<file path="src/rtl/ncs_pkg.sv">
package ncs_pkg;

   typedef enum logic [2:0] {
      OP_AUTOSEL   = 3'd0,
      OP_PROG      = 3'd1,
      OP_DWPROG    = 3'd2,
      OP_BLKERASE  = 3'd3,
      OP_BANKERASE = 3'd4,
      OP_SUSPEND   = 3'd5,
      OP_RESUME    = 3'd6,
      OP_CFGWR     = 3'd7
   } op_kind_e;

   typedef enum logic [1:0] {
      RM_ARRAY   = 2'd0,
      RM_AUTOSEL = 2'd1,
      RM_CFI     = 2'd2
   } rmode_e;

   typedef enum logic [3:0] {
      S_IDLE,
      S_UNL1,
      S_UNL2,
      S_PGDATA,
      S_DW_A,
      S_DW_B,
      S_ER_U0,
      S_ER_U1,
      S_ER_CF,
      S_CFG,
      S_BYX
   } seq_state_e;

   localparam logic [7:0] CMD_RESET   = 8'hF0;
   localparam logic [7:0] CMD_ASEL    = 8'h90;
   localparam logic [7:0] CMD_CFI     = 8'h98;
   localparam logic [7:0] CMD_PROG    = 8'hA0;
   localparam logic [7:0] CMD_DWORD   = 8'h40;
   localparam logic [7:0] CMD_ERSET   = 8'h80;
   localparam logic [7:0] CMD_CFGSET  = 8'h60;
   localparam logic [7:0] CMD_BYPASS  = 8'h20;
   localparam logic [7:0] CMD_C30     = 8'h30;
   localparam logic [7:0] CMD_BANK    = 8'h10;
   localparam logic [7:0] CMD_SUSP    = 8'hB0;
   localparam logic [7:0] CMD_KEY1    = 8'hAA;
   localparam logic [7:0] CMD_KEY2    = 8'h55;
   localparam logic [7:0] CMD_CFGKEY  = 8'h03;
   localparam logic [7:0] CMD_ZERO    = 8'h00;

   localparam logic [11:0] ADR_KEY1 = 12'h555;
   localparam logic [11:0] ADR_KEY2 = 12'h2AA;
   localparam logic [11:0] ADR_CFI  = 12'h055;

   typedef struct packed {
      logic reset;
      logic asel;
      logic cfi;
      logic prog;
      logic dword;
      logic erset;
      logic cfgset;
      logic bypass;
      logic c30;
      logic bank;
      logic susp;
      logic key1;
      logic key2;
      logic cfgkey;
      logic zero;
   } cmd_hit_t;

endpackage

</file>
<file path="src/rtl/ncs_match.sv">
module ncs_match
   import ncs_pkg::*;
#(
   parameter int UNLOCK_AW = 11
) (
   input  logic [UNLOCK_AW-1:0] addr_lo,
   input  logic [7:0]           cmd,
   input  logic                 cmd_ok,
   output logic                 at_key1,
   output logic                 at_key2,
   output logic                 at_cfi,
   output cmd_hit_t             hit
);

   localparam logic [UNLOCK_AW-1:0] K1 = UNLOCK_AW'(ADR_KEY1);
   localparam logic [UNLOCK_AW-1:0] K2 = UNLOCK_AW'(ADR_KEY2);
   localparam logic [UNLOCK_AW-1:0] KC = UNLOCK_AW'(ADR_CFI);

   always_comb begin
      at_key1 = (addr_lo == K1);
      at_key2 = (addr_lo == K2);
      at_cfi  = (addr_lo == KC);
   end

   always_comb begin
      hit        = '0;
      hit.reset  = cmd_ok && (cmd == CMD_RESET);
      hit.asel   = cmd_ok && (cmd == CMD_ASEL);
      hit.cfi    = cmd_ok && (cmd == CMD_CFI);
      hit.prog   = cmd_ok && (cmd == CMD_PROG);
      hit.dword  = cmd_ok && (cmd == CMD_DWORD);
      hit.erset  = cmd_ok && (cmd == CMD_ERSET);
      hit.cfgset = cmd_ok && (cmd == CMD_CFGSET);
      hit.bypass = cmd_ok && (cmd == CMD_BYPASS);
      hit.c30    = cmd_ok && (cmd == CMD_C30);
      hit.bank   = cmd_ok && (cmd == CMD_BANK);
      hit.susp   = cmd_ok && (cmd == CMD_SUSP);
      hit.key1   = cmd_ok && (cmd == CMD_KEY1);
      hit.key2   = cmd_ok && (cmd == CMD_KEY2);
      hit.cfgkey = cmd_ok && (cmd == CMD_CFGKEY);
      hit.zero   = cmd_ok && (cmd == CMD_ZERO);
   end

endmodule

</file>
<file path="src/rtl/ncs_fsm.sv">
module ncs_fsm
   import ncs_pkg::*;
#(
   parameter int ADDR_W = 21,
   parameter int DATA_W = 16
) (
   input  logic              clk,
   input  logic              rst_n,
   input  logic              wr_valid,
   input  logic [ADDR_W-1:0] wr_addr,
   input  logic [DATA_W-1:0] wr_data,
   input  logic              at_key1,
   input  logic              at_key2,
   input  logic              at_cfi,
   input  cmd_hit_t          hit,
   output logic              cfg_load,
   output logic              op_valid,
   output logic [2:0]        op_kind,
   output logic [ADDR_W-1:0] op_addr,
   output logic [ADDR_W-1:0] op_addr2,
   output logic [DATA_W-1:0] op_data,
   output logic [DATA_W-1:0] op_data2,
   output logic [1:0]        read_mode,
   output logic              bypass_on
);

   seq_state_e        state_q, state_d;
   rmode_e            mode_q, mode_d;
   logic              byp_q, byp_d;
   logic [ADDR_W-1:0] first_addr_q;
   logic [DATA_W-1:0] first_data_q;

   logic              emit, abort, save_first;
   op_kind_e          kind;
   logic [ADDR_W-1:0] a1, a2;
   logic [DATA_W-1:0] d1, d2;
   logic              pair_ok;

   assign pair_ok = (wr_addr[ADDR_W-1:1] == first_addr_q[ADDR_W-1:1]);

   always_comb begin
      state_d    = state_q;
      mode_d     = mode_q;
      byp_d      = byp_q;
      emit       = 1'b0;
      abort      = 1'b0;
      save_first = 1'b0;
      kind       = OP_AUTOSEL;
      a1         = wr_addr;
      d1         = wr_data;
      a2         = '0;
      d2         = '0;
      if (wr_valid) begin
         case (state_q)
            S_IDLE: begin
               if (byp_q) begin
                  if (hit.prog)       state_d = S_PGDATA;
                  else if (hit.dword) state_d = S_DW_A;
                  else if (hit.asel)  state_d = S_BYX;
                  else                abort   = 1'b1;
               end else if (hit.reset) begin
                  mode_d = RM_ARRAY;
               end else if (hit.susp) begin
                  emit = 1'b1;
                  kind = OP_SUSPEND;
               end else if (hit.c30) begin
                  emit = 1'b1;
                  kind = OP_RESUME;
               end else if (hit.key1 && at_key1) begin
                  state_d = S_UNL1;
               end else if (hit.cfi && at_cfi) begin
                  mode_d = RM_CFI;
               end else begin
                  abort = 1'b1;
               end
            end
            S_UNL1: begin
               if (hit.key2 && at_key2) state_d = S_UNL2;
               else                     abort   = 1'b1;
            end
            S_UNL2: begin
               if (!at_key1) begin
                  abort = 1'b1;
               end else if (hit.reset) begin
                  mode_d  = RM_ARRAY;
                  state_d = S_IDLE;
               end else if (hit.asel) begin
                  mode_d  = RM_AUTOSEL;
                  emit    = 1'b1;
                  kind    = OP_AUTOSEL;
                  state_d = S_IDLE;
               end else if (hit.prog) begin
                  state_d = S_PGDATA;
               end else if (hit.dword) begin
                  state_d = S_DW_A;
               end else if (hit.erset) begin
                  state_d = S_ER_U0;
               end else if (hit.cfgset) begin
                  state_d = S_CFG;
               end else if (hit.bypass) begin
                  byp_d   = 1'b1;
                  mode_d  = RM_ARRAY;
                  state_d = S_IDLE;
               end else begin
                  abort = 1'b1;
               end
            end
            S_PGDATA: begin
               emit    = 1'b1;
               kind    = OP_PROG;
               state_d = S_IDLE;
            end
            S_DW_A: begin
               save_first = 1'b1;
               state_d    = S_DW_B;
            end
            S_DW_B: begin
               if (pair_ok) begin
                  emit    = 1'b1;
                  kind    = OP_DWPROG;
                  a1      = first_addr_q;
                  d1      = first_data_q;
                  a2      = wr_addr;
                  d2      = wr_data;
                  state_d = S_IDLE;
               end else begin
                  abort = 1'b1;
               end
            end
            S_ER_U0: begin
               if (hit.key1 && at_key1) state_d = S_ER_U1;
               else                     abort   = 1'b1;
            end
            S_ER_U1: begin
               if (hit.key2 && at_key2) state_d = S_ER_CF;
               else                     abort   = 1'b1;
            end
            S_ER_CF: begin
               if (hit.c30) begin
                  emit    = 1'b1;
                  kind    = OP_BLKERASE;
                  state_d = S_IDLE;
               end else if (hit.bank) begin
                  emit    = 1'b1;
                  kind    = OP_BANKERASE;
                  state_d = S_IDLE;
               end else begin
                  abort = 1'b1;
               end
            end
            S_CFG: begin
               if (hit.cfgkey) begin
                  emit    = 1'b1;
                  kind    = OP_CFGWR;
                  state_d = S_IDLE;
               end else begin
                  abort = 1'b1;
               end
            end
            S_BYX: begin
               if (hit.zero) begin
                  byp_d   = 1'b0;
                  mode_d  = RM_ARRAY;
                  state_d = S_IDLE;
               end else begin
                  abort = 1'b1;
               end
            end
            default: abort = 1'b1;
         endcase
         if (abort) begin
            state_d = S_IDLE;
            mode_d  = RM_ARRAY;
            byp_d   = 1'b0;
            emit    = 1'b0;
         end
      end
   end

   assign cfg_load = emit && (kind == OP_CFGWR);

   always_ff @(posedge clk) begin
      if (!rst_n) begin
         state_q      <= S_IDLE;
         mode_q       <= RM_ARRAY;
         byp_q        <= 1'b0;
         first_addr_q <= '0;
         first_data_q <= '0;
         op_valid     <= 1'b0;
         op_kind      <= 3'd0;
         op_addr      <= '0;
         op_addr2     <= '0;
         op_data      <= '0;
         op_data2     <= '0;
      end else begin
         state_q  <= state_d;
         mode_q   <= mode_d;
         byp_q    <= byp_d;
         op_valid <= emit;
         if (save_first) begin
            first_addr_q <= wr_addr;
            first_data_q <= wr_data;
         end
         if (emit) begin
            op_kind  <= kind;
            op_addr  <= a1;
            op_addr2 <= a2;
            op_data  <= d1;
            op_data2 <= d2;
         end
      end
   end

   assign read_mode = mode_q;
   assign bypass_on = byp_q;

endmodule

</file>
<file path="src/rtl/ncs_cfg.sv">
module ncs_cfg #(
   parameter int CFG_W     = 16,
   parameter int PDOWN_BIT = 10
) (
   input  logic             clk,
   input  logic             rst_n,
   input  logic             load,
   input  logic [CFG_W-1:0] value_in,
   output logic [CFG_W-1:0] value_q,
   output logic             pdown
);

   always_ff @(posedge clk) begin
      if (!rst_n)    value_q <= '0;
      else if (load) value_q <= value_in;
   end

   assign pdown = value_q[PDOWN_BIT];

endmodule

</file>
<file path="src/rtl/nor_cmd_decoder.sv">
module nor_cmd_decoder
   import ncs_pkg::*;
#(
   parameter int ADDR_W       = 21,
   parameter int DATA_W       = 16,
   parameter int UNLOCK_AW    = 11,
   parameter int CFG_W        = 16,
   parameter int PDOWN_BIT    = 10,
   parameter bit CMD_HI_CHECK = 1'b0
) (
   input  logic              clk,
   input  logic              rst_n,
   input  logic              wr_valid,
   input  logic [ADDR_W-1:0] wr_addr,
   input  logic [DATA_W-1:0] wr_data,
   output logic              op_valid,
   output logic [2:0]        op_kind,
   output logic [ADDR_W-1:0] op_addr,
   output logic [ADDR_W-1:0] op_addr2,
   output logic [DATA_W-1:0] op_data,
   output logic [DATA_W-1:0] op_data2,
   output logic [1:0]        read_mode,
   output logic              bypass_on,
   output logic [CFG_W-1:0]  cfg_value,
   output logic              cfg_pdown
);

   localparam int CMD_W = 8;

   if (DATA_W <= CMD_W) begin : g_bad_data_w
      $error("DATA_W must exceed the command byte width");
   end
   if (UNLOCK_AW < 11 || UNLOCK_AW > ADDR_W) begin : g_bad_unlock_aw
      $error("UNLOCK_AW must lie between 11 and ADDR_W");
   end
   if (CFG_W > ADDR_W) begin : g_bad_cfg_w
      $error("CFG_W cannot exceed ADDR_W");
   end
   if (PDOWN_BIT >= CFG_W) begin : g_bad_pdown
      $error("PDOWN_BIT must index into the configuration register");
   end

   logic     cmd_ok;
   logic     at_key1, at_key2, at_cfi;
   cmd_hit_t hit;
   logic     cfg_load;

   if (CMD_HI_CHECK) begin : g_hi_strict
      assign cmd_ok = (wr_data[DATA_W-1:CMD_W] == '0);
   end else begin : g_hi_free
      assign cmd_ok = 1'b1;
   end

   ncs_match #(
      .UNLOCK_AW (UNLOCK_AW)
   ) u_match (
      .addr_lo (wr_addr[UNLOCK_AW-1:0]),
      .cmd     (wr_data[CMD_W-1:0]),
      .cmd_ok  (cmd_ok),
      .at_key1 (at_key1),
      .at_key2 (at_key2),
      .at_cfi  (at_cfi),
      .hit     (hit)
   );

   ncs_fsm #(
      .ADDR_W (ADDR_W),
      .DATA_W (DATA_W)
   ) u_fsm (
      .clk       (clk),
      .rst_n     (rst_n),
      .wr_valid  (wr_valid),
      .wr_addr   (wr_addr),
      .wr_data   (wr_data),
      .at_key1   (at_key1),
      .at_key2   (at_key2),
      .at_cfi    (at_cfi),
      .hit       (hit),
      .cfg_load  (cfg_load),
      .op_valid  (op_valid),
      .op_kind   (op_kind),
      .op_addr   (op_addr),
      .op_addr2  (op_addr2),
      .op_data   (op_data),
      .op_data2  (op_data2),
      .read_mode (read_mode),
      .bypass_on (bypass_on)
   );

   ncs_cfg #(
      .CFG_W     (CFG_W),
      .PDOWN_BIT (PDOWN_BIT)
   ) u_cfg (
      .clk      (clk),
      .rst_n    (rst_n),
      .load     (cfg_load),
      .value_in (wr_addr[CFG_W-1:0]),
      .value_q  (cfg_value),
      .pdown    (cfg_pdown)
   );

endmodule

</file>
<file path="config.mk">
export PLATFORM = sky130hd
export DESIGN_NAME = nor_cmd_decoder
export DESIGN_NICKNAME = d
export VERILOG_FILES = /design/src/rtl/ncs_pkg.sv /design/src/rtl/ncs_match.sv /design/src/rtl/ncs_fsm.sv /design/src/rtl/ncs_cfg.sv /design/src/rtl/nor_cmd_decoder.sv
export SDC_FILE = /design/constraint.sdc
export NUM_CORES = 1
export LEC_CHECK = 0
export ABC_AREA = 1
export CORE_UTILIZATION = 48
export CTS_BUF_LIST = sky130_fd_sc_hd__clkbuf_8
export DETAILED_ROUTE_END_ITERATION = 6
export GPL_TIMING_DRIVEN = 0
export HOLD_SLACK_MARGIN = 0.03
export PLACE_DENSITY = 0.87
export SYNTH_ARGS = -nofsm -noshare
export SYNTH_HDL_FRONTEND = slang
export SYNTH_HIERARCHICAL = 1
export SYNTH_SLANG_ARGS = --single-unit
</file>
<file path="constraint.sdc">
create_clock -name clk -period 2.4 [get_ports clk]
set_input_delay 0.6 -clock clk [delete_from_list [all_inputs] [get_ports clk]]
set_output_delay 0.6 -clock clk [all_outputs]
set_load 0.03 [all_outputs]
</file>
Yosys cells after proc, flatten, opt, wreduce, memory -nomap -nowiden
Cells that the tools add are included.
- bits in registers: 138
- logic and storage cells: 204
- eq/ne operators: 60
- mux-type cells: 118
- reduce and logical (&&, ||, !) cells: 14
- operators by type and width (operator ; number):
    $mux 21 ; 6
    $mux 4 ; 25
    $mux 16 ; 6
    $eq 8x8->1 const B ; 7
    $mux 1 ; 50
    $pmux 4 s11 ; 1
    $mux 2 ; 17
    $ne 3x2->1 const B ; 9
    $ne 5x4->1 const B ; 5
    $eq 8x7->1 const B ; 3
    $mux 3 ; 8
    $eq 20x20->1 ; 1
    $eq 4x3->1 const B ; 4
    $eq 8x6->1 const B ; 2
    $ne 4x2->1 const B ; 4
    $reduce_and 16->1 ; 1
    $ne 3x1->1 const B ; 5
    $pmux 3 s5 ; 1
    $reduce_and 14->1 ; 1
    $eq 4x4->1 const B ; 3
    $ne 4x3->1 const B ; 3
    $reduce_bool 12->1 ; 1
    $eq 11x10->1 const B ; 1
    $eq 11x11->1 const B ; 1
    22 further kinds ; 27

Longest topological paths before layout
- depth in word-level cells: 14
- mapped depth: 19

Cells and area by module
The synthesis kept the hierarchy.
- modules (own cells, without submodules) (module ; instances ; cells each ; area each (µm²) ; seq. area each (µm²)):
    ncs_fsm ; 1 ; 763 ; 5295.1 ; 2442.3
    ncs_cfg ; 1 ; 102 ; 681.9 ; 320.3
    ncs_match ; 1 ; 78 ; 391.6 ; 0.0
    nor_cmd_decoder ; 1 ; 1 ; 3.8 ; 0.0

Worst setup path after synthesis
OpenSTA, ideal clock, no wires.
- path type: in2reg
- start point: input port wr_data[2]
- end point: register u_fsm.op_addr2[10]
- library setup time: 0.060 ns
- data arrival time: 2.386 ns
- required time: 2.340 ns
- setup slack: -0.045 ns
- stages on the path: 14
- path buffers: 1
- path through: nor2_4 nand2_4 nor3_2 inv_1 nand2_1 o21ai_0 nand2_1 nand2_1 nor3_2 a21oi_4 inv_2 clkbuf_1 nand3_1 nand2_1
- RTL lines (item ; line ; RTL):
    start, declared ; nor_cmd_decoder.sv:15 ; input logic [DATA_W-1:0] wr_data,
    end signal, assigned ; ncs_fsm.sv:192 ; op_addr2 <= '0;
    end signal, assigned ; ncs_fsm.sv:207 ; op_addr2 <= a2;
    end, declared ; ncs_fsm.sv:20 ; output logic [ADDR_W-1:0] op_addr2,

Final worst setup path
- start point: input port wr_addr[4]
- end point: register u_fsm.op_data[8]
- RTL lines (item ; line ; RTL):
    start, declared ; nor_cmd_decoder.sv:14 ; input logic [ADDR_W-1:0] wr_addr,
    $eq 11x11->1 * ; ncs_match.sv:20 ; at_key1 = (addr_lo == K1);
    net at_key1 ; nor_cmd_decoder.sv:44 ; logic at_key1, at_key2, at_cfi;
    $logic_and 1x1->1 ; ncs_fsm.sv:69, ncs_fsm.sv:131 ;
    $mux 1 ; ncs_fsm.sv:69 ; end else if (hit.key1 && at_key1) begin
    $mux 1 ; ncs_fsm.sv:66 ; end else if (hit.c30) begin
    $mux 1 ; ncs_fsm.sv:63 ; end else if (hit.susp) begin
    $mux 1 ; ncs_fsm.sv:61 ; end else if (hit.reset) begin
    $mux 1 ; ncs_fsm.sv:56 ; if (byp_q) begin
    $pmux 1 s9 ; ncs_fsm.sv:54 ; case (state_q)
    $mux 1 ; ncs_fsm.sv:53 ; if (wr_valid) begin
    $mux 1 * ; ncs_fsm.sv:171 ; if (abort) begin
    $mux 1 * ; ncs_fsm.sv:53 ;
    end signal, assigned ; ncs_fsm.sv:193 ; op_data <= '0;
    end signal, assigned ; ncs_fsm.sv:208 ; op_data <= d1;
    end, declared ; ncs_fsm.sv:21 ; output logic [DATA_W-1:0] op_data,
Mark *: on every way through the listed nets, which the timed path passes. The rest lies on a longest branch. The select of a mux whose other input is x is not followed.
A chain may end at the register's enable or synchronous reset.

==> impl_metrics.env <==
export IMPL_core_area_um2=12770
export IMPL_vdd_drop_max_uv=360.5
export IMPL_synth_seq_cells=138
export IMPL_yosysSeqAreaShare=0.4335
export IMPL_cp_cell_sequence="clkdlybuf4s15_1 -> nand2_1 -> nor2_1 -> nand2_2 -> nor2_4 -> buf_4 -> nand4_1 -> nand2_1 -> nor3_4 -> a21oi_4 -> buf_4 -> clkbuf_2 -> a31oi_1"
export IMPL_nNetsFinal=1153
export IMPL_syn_to_final_growth_pct=33.79
export IMPL_fin_worst_skew_ns=0.01353
export IMPL_routed_wl_um=19720
export IMPL_critPathTopFamily="simple AND/OR/NAND/NOR gates"
export IMPL_place_congestion=0.8614
export IMPL_syn_area_um2=6372
export IMPL_avgRoutedWirePerCell_um=15.19
export IMPL_grt_pass1_wl_um=31080
export IMPL_antenna_found_initial=0
export IMPL_cap_viol_max_count=0
export IMPL_die_w_um=117.2
export IMPL_root_buffer="clkbuf_8"
export IMPL_yosysWarningCount=6
export IMPL_crit_slowest_cell="clkdlybuf4s15_1"
export IMPL_hold_path_class="reg -> reg"
export IMPL_synth_top_area_share=0.4335
export IMPL_dp_cells=1256
export IMPL_grt_total_usage=0.2974
export IMPL_ioPinCount=138
export IMPL_r2r_setup_slack_ns=0.19
export IMPL_start_util=0.4989
export IMPL_die_h_um=117.2
export IMPL_critPathRequiredTime_ns=2.73
export IMPL_crit_arrival_ns=2.66
export IMPL_fin_util=0.6675
export IMPL_worstPathMaxFanout=10
export IMPL_yosys_most_used_dff="dfxtp_1"
export IMPL_cts_hold_buf=0
export IMPL_vias=6850
export IMPL_syn_avg_cell_area_um2=6.750
export IMPL_setup_viol=0
export IMPL_cts_buffers=17
export IMPL_hold_violations=0
export IMPL_synth_area_leader_cell="dfxtp_1"
export IMPL_cts_tree="done"
export IMPL_routed_via_density=5.277
export IMPL_place_hpwl_um=13900
export IMPL_p_leak_nw=3.759
export IMPL_die_area_um2=13740
export IMPL_startpoint_type="primary input"
export IMPL_powerDensity_nw_per_um2=715.3
export IMPL_synth_edf_count=0
export IMPL_slew_headroom=0.6238
export IMPL_drc=0
export IMPL_grt_pass1_vias=6475
export IMPL_tns_ns=0
export IMPL_synthCells=944
export IMPL_finalMaxSlewViolations=0
export IMPL_endpoint_kind="flip-flop"
export IMPL_synth_common_cells="228 x nand2_1, 193 x nor2_1, 138 x dfxtp_1, 84 x o21ai_0, 75 x inv_1"
export IMPL_yosys_top_cells_area="dfxtp_1 43%, nand2_1 13%, nor2_1 11%"
export IMPL_path_buf_inv=4
export IMPL_n_antenna_cell=0
export IMPL_async_flop_share=0
export IMPL_fin_cells=1298
export IMPL_period_share=0.9724
export IMPL_cts_path_max_buffers=2
export IMPL_period_needed_ns=2.334
export IMPL_row_count=41
export IMPL_overflow=0
export IMPL_drive_above_1_share=0.1270
export IMPL_yosysMostFrequentCell="nand2_1"
export IMPL_drt_pass1_iterations=7
export IMPL_critPathMaxStageDelay_ns=0.28
export IMPL_cts_max_level=4
export IMPL_grt_start_max_net_pins=17
export IMPL_clk_latency_ns=0.46
export IMPL_path_clk_slew_ns=0.08
export IMPL_io_buffer_count=136
export IMPL_worstMarginPinSlew_ns=0.5643
export IMPL_fmax_ghz=0.4285
export IMPL_clkSinkCount=138
export IMPL_synth_cell_type_count=37
export IMPL_antenna_left=0
export IMPL_status="finished clean"
export IMPL_crit_type="in -> reg"
export IMPL_drt_iter0_markers=688
==> worst paths after layout <==
path | from | end | cells after the start
max | wr_addr[4] | u_fsm/op_data[8] | 13
min | u_fsm/op_data2[10] | u_fsm/op_data2[10] | 2
max reg2reg | u_fsm/state_q[3] | u_fsm/op_data[8] | 10
min reg2reg | u_fsm/op_data2[10] | u_fsm/op_data2[10] | 2
==> kinds of logic after synthesis <==
family | count (synthesis) | share of synthesized area
and+or+nand+nor | 514 | 0.3397
AOI/OAI and AO/OA | 155 | 0.1294
other | 1 | 0.0005885
DFF | 138 | 0.4335
buffers and inverters | 128 | 0.08580
xor gates and xnor gates | 8 | 0.01099
==> worst min-delay path, stage by stage (launching register included) <==
cell     delay [ns]
dfxtp_1        0.31
nand2_1        0.06
a21oi_1        0.05
==> stage by stage <==
stage | worst slack (ns) | hold slack, ns | total power, W | area (um^2)
2_1_floorplan | 0.01970 | 0.4547 | 0.003675 | 6394
6_report | 0.06630 | 0.4641 | 0.006098 | 8526
3_3_place_gp | -1.083 | 0.4488 | 0.004157 | 7970
4_1_cts | -0.005501 | 0.4635 | 0.006008 | 8471
3_5_place_dp | -1.188 | 0.4525 | 0.004168 | 7970
5_1_grt | -0.008578 | 0.4748 | 0.006419 | 8526
==> placed cells by master, fill, tap and decap left out, types with 19 or more instances in the layout <==
cell type,count
nand2_1,222
nor2_1,183
dfxtp_1,138
clkdlybuf4s50_1,112
o21ai_0,81
inv_1,75
nand3_1,45
a21oi_1,45
clkbuf_8,20
buf_4,19
clkbuf_1,19
==> routing by layer <==
metal	vias to the layer above	share of wire	track usage
met5	-	0	0
met4	0	0.027	0.1435
met3	44	0.090	0.06952
met2	348	0.46	0.4902
met1	3114	0.42	0.3663
li1	3344	-	-
==> power by group <==
part | switching, W | internal (W)
Combinational | 0.00111 | 0.000556
Sequential | 0.000136 | 0.00248
Clock | 0.000940 | 0.000880
Total | 0.00219 | 0.00391
==> layout make-up <==
cell class	instances	area, um^2
Fill cell	1076	4248
Timing Repair Buffer	146	1364
Multi-Input combinational cell	682	3223
Sequential cell	138	2763
Inverter	84	320.3
Buffer	44	259.0
Clock inverter	13	120.1
Clock buffer	19	261.5
Tap cell	172	215.2
==> what timing repair did <==
item                                    CTS  global route
pin swaps                                 7            13
endpoints found under the setup margin  101            98
setup buffers                             7             3
gates resized for setup                  54            60
==> flip-flops by register name, indices dropped and copies added (netlist names) <==
signal,cells
u_fsm/first_addr_q,21
u_fsm/op_addr2,21
u_fsm/op_addr,21
u_cfg/value_q,16
u_fsm/first_data_q,16
u_fsm/op_data2,16
u_fsm/op_data,16
u_fsm/state_q,4
u_fsm/op_kind,3
u_fsm/read_mode,2
u_fsm/bypass_on,1
u_fsm/op_valid,1
(Power assumes the default switching activity.)
